==> config.mk <==
export PLATFORM = sky130hd
export DESIGN_NAME = i2c_rdback_target
export DESIGN_NICKNAME = d
export VERILOG_FILES = /design/src/rtl/i2c_rdback_pkg.sv /design/src/rtl/i2c_rdback_sync.sv /design/src/rtl/i2c_rdback_drv.sv /design/src/rtl/i2c_rdback_fsm.sv /design/src/rtl/i2c_rdback_target.sv
export SDC_FILE = /design/constraint.sdc
export NUM_CORES = 1
export LEC_CHECK = 0
export ABC_AREA = 1
export BUFFER_PORTS_ARGS = -buffer_cell sky130_fd_sc_hd__buf_2
export CORE_MARGIN = 2
export CORE_UTILIZATION = 30
export DETAILED_ROUTE_END_ITERATION = 8
export HOLD_SLACK_MARGIN = 0.15
export PLACE_DENSITY_LB_ADDON = 0.12
export RECOVER_POWER = 50
export SYNTH_ARGS = -nofsm -noshare
export SYNTH_HDL_FRONTEND = slang
export SYNTH_SLANG_ARGS = --single-unit
==> constraint.sdc <==
create_clock -name clk -period 1.3 [get_ports clk]
set_input_delay 0.13 -clock clk [delete_from_list [all_inputs] [get_ports clk]]
set_output_delay 0.13 -clock clk [all_outputs]
set_load 0.005 [all_outputs]
==> src/rtl/i2c_rdback_pkg.sv <==
package i2c_rdback_pkg;
  localparam int BYTE_W      = 8;
  localparam int WORD_W      = 2 * BYTE_W;
  localparam int FRAME_BYTES = 3;
  localparam int BIT_CW      = $clog2(BYTE_W);
  localparam int IDX_W       = $clog2(FRAME_BYTES);

  typedef enum logic [2:0] {
    ST_IDLE, ST_ADDR, ST_AACK, ST_TX, ST_RACK, ST_WAIT
  } st_t;

  function automatic logic is_hs_code(input logic [BYTE_W-1:0] b);
    return b[BYTE_W-1:3] == 5'b00001;
  endfunction

  function automatic logic addr_hit(input logic [BYTE_W-1:0] b, input logic a0);
    return b[BYTE_W-1:1] == {5'b10011, a0, 1'b0};
  endfunction

  function automatic logic [BYTE_W-1:0] status_byte(input logic hs, input logic src);
    return {6'b000000, hs, src};
  endfunction
endpackage

==> src/rtl/i2c_rdback_sync.sv <==
module i2c_rdback_sync #(
  parameter int STAGES = 2
) (
  input  logic clk,
  input  logic rst,
  input  logic scl_i,
  input  logic sda_i,
  output logic scl_s,
  output logic sda_s,
  output logic scl_rise,
  output logic scl_fall,
  output logic start_det,
  output logic stop_det
);
  logic [STAGES-1:0] scl_pipe, sda_pipe;
  logic scl_d, sda_d;

  always_ff @(posedge clk) begin
    if (rst) begin
      scl_pipe <= '1;
      sda_pipe <= '1;
      scl_d    <= 1'b1;
      sda_d    <= 1'b1;
    end else begin
      scl_pipe <= {scl_pipe[STAGES-2:0], scl_i};
      sda_pipe <= {sda_pipe[STAGES-2:0], sda_i};
      scl_d    <= scl_pipe[STAGES-1];
      sda_d    <= sda_pipe[STAGES-1];
    end
  end

  assign scl_s     = scl_pipe[STAGES-1];
  assign sda_s     = sda_pipe[STAGES-1];
  assign scl_rise  = scl_s & ~scl_d;
  assign scl_fall  = ~scl_s & scl_d;
  assign start_det = scl_s & scl_d & sda_d & ~sda_s;
  assign stop_det  = scl_s & scl_d & ~sda_d & sda_s;
endmodule

==> src/rtl/i2c_rdback_drv.sv <==
module i2c_rdback_drv #(
  parameter int DELAY = 4
) (
  input  logic clk,
  input  logic rst,
  input  logic scl_fall,
  input  logic force_rel,
  input  logic want_low,
  output logic sda_oe
);
  localparam int CW = (DELAY < 2) ? 1 : $clog2(DELAY);

  logic          pend;
  logic [CW-1:0] cnt;

  always_ff @(posedge clk) begin
    if (rst || force_rel) begin
      pend   <= 1'b0;
      cnt    <= '0;
      sda_oe <= 1'b0;
    end else if (scl_fall) begin
      pend <= 1'b1;
      cnt  <= '0;
    end else if (pend) begin
      if (cnt == CW'(DELAY - 1)) begin
        sda_oe <= want_low;
        pend   <= 1'b0;
      end else begin
        cnt <= cnt + 1'b1;
      end
    end
  end
endmodule

==> src/rtl/i2c_rdback_fsm.sv <==
module i2c_rdback_fsm
  import i2c_rdback_pkg::*;
(
  input  logic              clk,
  input  logic              rst,
  input  logic              scl_rise,
  input  logic              sda_s,
  input  logic              start_det,
  input  logic              stop_det,
  input  logic              strap_a0,
  input  logic [WORD_W-1:0] data_word,
  input  logic [WORD_W-1:0] temp_word,
  input  logic              use_temp,
  output logic              want_low,
  output logic              force_rel,
  output logic              hs_mode,
  output st_t               st
);
  logic [BIT_CW-1:0] bitcnt;
  logic [IDX_W-1:0]  idx;
  logic [BYTE_W-1:0] rx_sh, tx_sh, stat_q;
  logic [WORD_W-1:0] word_q;
  logic [BYTE_W-1:0] rx_byte;

  assign rx_byte   = {rx_sh[BYTE_W-2:0], sda_s};
  assign force_rel = start_det | stop_det;

  always_ff @(posedge clk) begin
    if (rst) begin
      st      <= ST_IDLE;
      hs_mode <= 1'b0;
      bitcnt  <= '0;
      idx     <= '0;
      rx_sh   <= '0;
      tx_sh   <= '1;
      stat_q  <= '0;
      word_q  <= '0;
    end else if (stop_det) begin
      st      <= ST_IDLE;
      hs_mode <= 1'b0;
    end else if (start_det) begin
      st     <= ST_ADDR;
      bitcnt <= '0;
    end else if (scl_rise) begin
      case (st)
        ST_ADDR: begin
          rx_sh <= rx_byte;
          if (bitcnt == BIT_CW'(BYTE_W - 1)) begin
            if (is_hs_code(rx_byte)) begin
              hs_mode <= 1'b1;
              st      <= ST_WAIT;
            end else if (addr_hit(rx_byte, strap_a0) && rx_byte[0]) begin
              word_q <= use_temp ? temp_word : data_word;
              stat_q <= status_byte(hs_mode, use_temp);
              st     <= ST_AACK;
            end else begin
              st <= ST_WAIT;
            end
          end else begin
            bitcnt <= bitcnt + 1'b1;
          end
        end
        ST_AACK: begin
          tx_sh  <= word_q[WORD_W-1:BYTE_W];
          idx    <= '0;
          bitcnt <= '0;
          st     <= ST_TX;
        end
        ST_TX: begin
          tx_sh <= {tx_sh[BYTE_W-2:0], 1'b1};
          if (bitcnt == BIT_CW'(BYTE_W - 1)) st <= ST_RACK;
          else bitcnt <= bitcnt + 1'b1;
        end
        ST_RACK: begin
          if (!sda_s && idx != IDX_W'(FRAME_BYTES - 1)) begin
            tx_sh  <= (idx == '0) ? word_q[BYTE_W-1:0] : stat_q;
            idx    <= idx + 1'b1;
            bitcnt <= '0;
            st     <= ST_TX;
          end else begin
            st <= ST_WAIT;
          end
        end
        default: ;
      endcase
    end
  end

  always_comb begin
    case (st)
      ST_AACK: want_low = 1'b1;
      ST_TX:   want_low = ~tx_sh[BYTE_W-1];
      default: want_low = 1'b0;
    endcase
  end
endmodule

==> src/rtl/i2c_rdback_target.sv <==
module i2c_rdback_target
  import i2c_rdback_pkg::*;
#(
  parameter int SYNC_STAGES = 2,
  parameter int OE_DELAY    = 4
) (
  input  logic              clk,
  input  logic              rst,
  input  logic              scl_i,
  input  logic              sda_i,
  input  logic              strap_a0,
  input  logic [WORD_W-1:0] data_word,
  input  logic [WORD_W-1:0] temp_word,
  input  logic              use_temp,
  output logic              sda_oe,
  output logic              hs_mode
);
  logic scl_s, sda_s, scl_rise, scl_fall, start_det, stop_det;
  logic want_low, force_rel;
  st_t  fsm_st;

  i2c_rdback_sync #(.STAGES(SYNC_STAGES)) u_sync (
    .clk(clk), .rst(rst), .scl_i(scl_i), .sda_i(sda_i),
    .scl_s(scl_s), .sda_s(sda_s), .scl_rise(scl_rise), .scl_fall(scl_fall),
    .start_det(start_det), .stop_det(stop_det)
  );

  i2c_rdback_fsm u_fsm (
    .clk(clk), .rst(rst), .scl_rise(scl_rise), .sda_s(sda_s),
    .start_det(start_det), .stop_det(stop_det), .strap_a0(strap_a0),
    .data_word(data_word), .temp_word(temp_word), .use_temp(use_temp),
    .want_low(want_low), .force_rel(force_rel), .hs_mode(hs_mode), .st(fsm_st)
  );

  i2c_rdback_drv #(.DELAY(OE_DELAY)) u_drv (
    .clk(clk), .rst(rst), .scl_fall(scl_fall), .force_rel(force_rel),
    .want_low(want_low), .sda_oe(sda_oe)
  );
endmodule

==> results.md <==
* Actual slew at the worst max-slew pin at 462.8 ps
* Synth Area in Compound Gates at 7.220%
* Final setup violating endpoints at 15
* Pre-CTS WS at -120.1 ps
* Final GP Congestion at 0.7854
* Status: finished with violations
* Post-synthesis mux area share at 6.634%
* Cells on worst reg2reg path at 10
* Fmax at 0.7494 GHz
* Die H at 96.47 um
* Tot Pwr at 0.002952 W
* Antenna diode count at 0
* Power per cell area at 771.5 nW/um^2
* Fin nets at 505
* Cell family with most CP delay: simple AND/OR/NAND/NOR gates
* Synth top area share at 40.59%
* Seq cells post-synth at 52
* Initial Util at 31.06%
* Clock Sinks at 52
* Syn nets at 402
* Synthesized netlist cell count at 359
* Reg power frac at 54.9%
* Worst slew slack as a fraction of its limit at 69.15%
* Cell with the most instances on the worst path: inv_2
* Synth area leader: dfxtp_1
* Worst hold margin at 155.4 ps
* Buf+Inv Stages, Crit Path at 3
* Min-Delay Endpoint: u_fsm.word_q[1]
* Max cap viols at 0
* Failing checks: setup timing
* Clk buf depth at 2
* FF-to-FF End: u_fsm.tx_sh[2]
* First-pass GRT wire length at 11010 um
* Cell area after synthesis at 2565 um^2
* CP cell instances: inv_2 -> ha_4 -> inv_2 -> nand2_2 -> nand3_4 -> nand2_4 -> nor2_4 -> inv_4 -> nand2_1 -> nand3_1
* RR Startpoint: u_fsm.idx[0]
* Hold Path Stages at 5
* Final hold vios at 0
* Clock power share at 33.2%
* Area share of fa/ha/maj cells after synthesis at 2.439%
* Top-Level Pins at 40
* Slew Limit Fails at 0
* Synth unique cells at 29
* Crit. End Element: flip-flop
* Hold Crit Start: data_word[1]
* DR iter-0 viols at 86
* Grt ovf at 0
* Reg2reg setup slack at -30 ps
* Worst-Skew Late Latency at 310 ps
* FP Rows at 33
* Critical Path AT at 1540 ps
* Sequential element share of the synthesized area at 40.59%
* Synth warnings at 0
* Root buffer cell: clkbuf_8
* Post-synthesis xor/xnor area fraction at 0.6829%
* Critical path type: flip-flop to flip-flop
* Core Region at 8258 um^2
* Crit path max fanout at 8
* TritonCTS clock tree: yes
* Slowest CP cell: dfxtp_2
* Detailed-route DRC error count at 0
* Main combinational cell family by area after synthesis: simple AND/OR/NAND/NOR gates
* Wire per inst at 10.89 um
* Number of routed nets with antenna violations at 0
* Tcrit/Tclk final at 102.6%
* Vias at 2502
* Sw frac at 25.59%
* Unrepaired setup endpoints after global routing: yes
* PortBufs at 39
* HPWL after DPL at 4285 um
* Clock slew at reported path FFs at 100 ps
* Die width at 96.47 um
* Internal Power at 0.002196 W
* Setup crit start kind: flip-flop
* Layout cells sized above 1 at 37.15%
* Final Skew at 6.395 ps
* Fin worst setup slack at -34.37 ps
* Vias per std cell at 4.405
* Die area at 9306 um^2
* Dominant cells by area after synthesis: dfxtp_1, nand2_1, nor2_1
* Final instance area at 3826 um^2
* Worst min path class: input port to flip-flop
* Initial antenna violation count at 0
* Area grow syn2layout at 49.17%
* Mapped Avg Cell Area at 7.145 um^2
* CTS Buf Count at 5
* GRT Total Usage at 15.04%
* Most frequent cells in the layout: nand2_1, nor2_1, dfxtp_1
* DP Area at 3149 um^2
* Synth Area in Simple Gates at 34.93%
* CTS H-tree depth at 2
* WL final at 6183 um
* Peak supply drop at 0.4475 mV
* NetSw at 0.0007555 W
* Vias in the first global route at 2526
* Static Leak at 1.737 nW
* Min Tclk post-route at 1334 ps
* Most common cell after layout, fill and taps aside: nand2_1
* Largest net degree at the start of global routing at 31
* Combinational power share at 11.9%
* WP data required at 1500 ps
* Critical path's largest stage delay at 350 ps
* DRT Pass-1 Iters at 4
per-layer routing:
metal / wire length (um) / GRT usage, % / vias up
li1: - / - / 1348
met1: 2994 / 18.43 / 1108
met2: 2922 / 26.74 / 40
met3: 186 / 2.948 / 6
met4: 79 / 4.225 / 0
met5: 0 / 0 / -
what timing repair did:
item                                    4_1_cts  5_1_grt
hold endpoints to repair                     18        0
hold buffers                                 28        0
resized for setup                            47       44
setup buffers                                 2        3
pin swaps                                     4       14
endpoints found under the setup margin       40       39
through the flow:
stage	std cells	util [%]	TNS [ps]
2_1_floorplan	359	-	0
3_3_place_gp	527	38.14	-2491
3_5_place_dp	527	38.14	-2587
4_1_cts	565	44.39	-304.0
5_1_grt	568	46.33	-3468
6_report	568	46.33	-249.3
how the worst max path moves through the flow:
stage	from	end	slack, ps	depth (start not counted)
after global placement	u_fsm.st[0]	u_fsm.word_q[7]	-110	8
final	u_fsm.idx[0]	u_fsm.tx_sh[2]	-30	10
after CTS	u_fsm.rx_sh[5]	u_fsm.word_q[6]	-40	10
after global routing	u_fsm.rx_sh[0]	u_fsm.word_q[4]	-150	10
after detailed placement	u_fsm.bitcnt[0]	u_fsm.st[0]	-120	7
after floorplan	u_fsm.idx[0]	u_fsm.tx_sh[1]	3	10
synthesized netlist by cell type:
cell type and n:
a21boi_0 1, a21oi_1 13, and3_1 1, buf_1 2, buf_2 4, buf_6 3
clkbuf_1 2, dfxtp_1 52, ha_1 5, inv_1 29, inv_2 4, mux2i_1 17
nand2_1 92, nand2_2 3, nand2_4 1, nand3_1 30, nand4_1 3, nor2_1 63
nor2_2 1, nor2_4 4, nor2_8 1, nor4_1 1, o211ai_1 1, o21ai_0 15
o21bai_1 3, o31ai_1 1, or2_2 5, xnor2_1 1, xor2_1 1
layout make-up:
class                           count  area, um^2
Fill cell                         859        4432
Timing Repair Buffer              107       839.6
Clock buffer                        5       68.82
Multi-Input combinational cell    263        1569
Tap cell                          105       131.4
Clock inverter                      3       27.53
Inverter                           33       126.4
Sequential cell                    52        1064
power by group through the flow:
stage          logic, W  registers (W)  clock network, W
2_1_floorplan  0.000141        0.00166                 0
3_3_place_gp   0.000253        0.00166                 0
3_5_place_dp   0.000254        0.00166                 0
4_1_cts        0.000334        0.00162           0.00104
5_1_grt        0.000391        0.00162           0.00111
6_report       0.000352        0.00162          0.000980
worst register-to-register path, delay by kind of cell (launching register included):
kind                     cells  cell delay, ps
AND/OR/NAND/NOR              6             560
buffers and inverters        3             180
flip-flops                   1             350
adder cells (fa/ha/maj)      1             140
flip-flops by register name (all words and copies together), names as in the netlist, 2 cells and up:
register and flops:
u_sync.scl_pipe 2, u_fsm.rx_sh 7, u_fsm.idx 2, u_sync.sda_pipe 2, u_fsm.stat_q 2, u_drv.cnt 2
u_fsm.word_q 16, u_fsm.bitcnt 3, u_fsm.tx_sh 8, u_fsm.st 3
kinds of logic (layout without fill, tap and decap cells):
group,Yosys count,in the layout
muxes,17,17
and+or+nand+nor,205,205
adders and majority gates,5,5
buffers and inverters,44,148
DFF,52,52
xor gates and xnor gates,2,2
AOI/OAI and AO/OA,34,34
No activity file was read; power rests on OpenSTA's default activity.
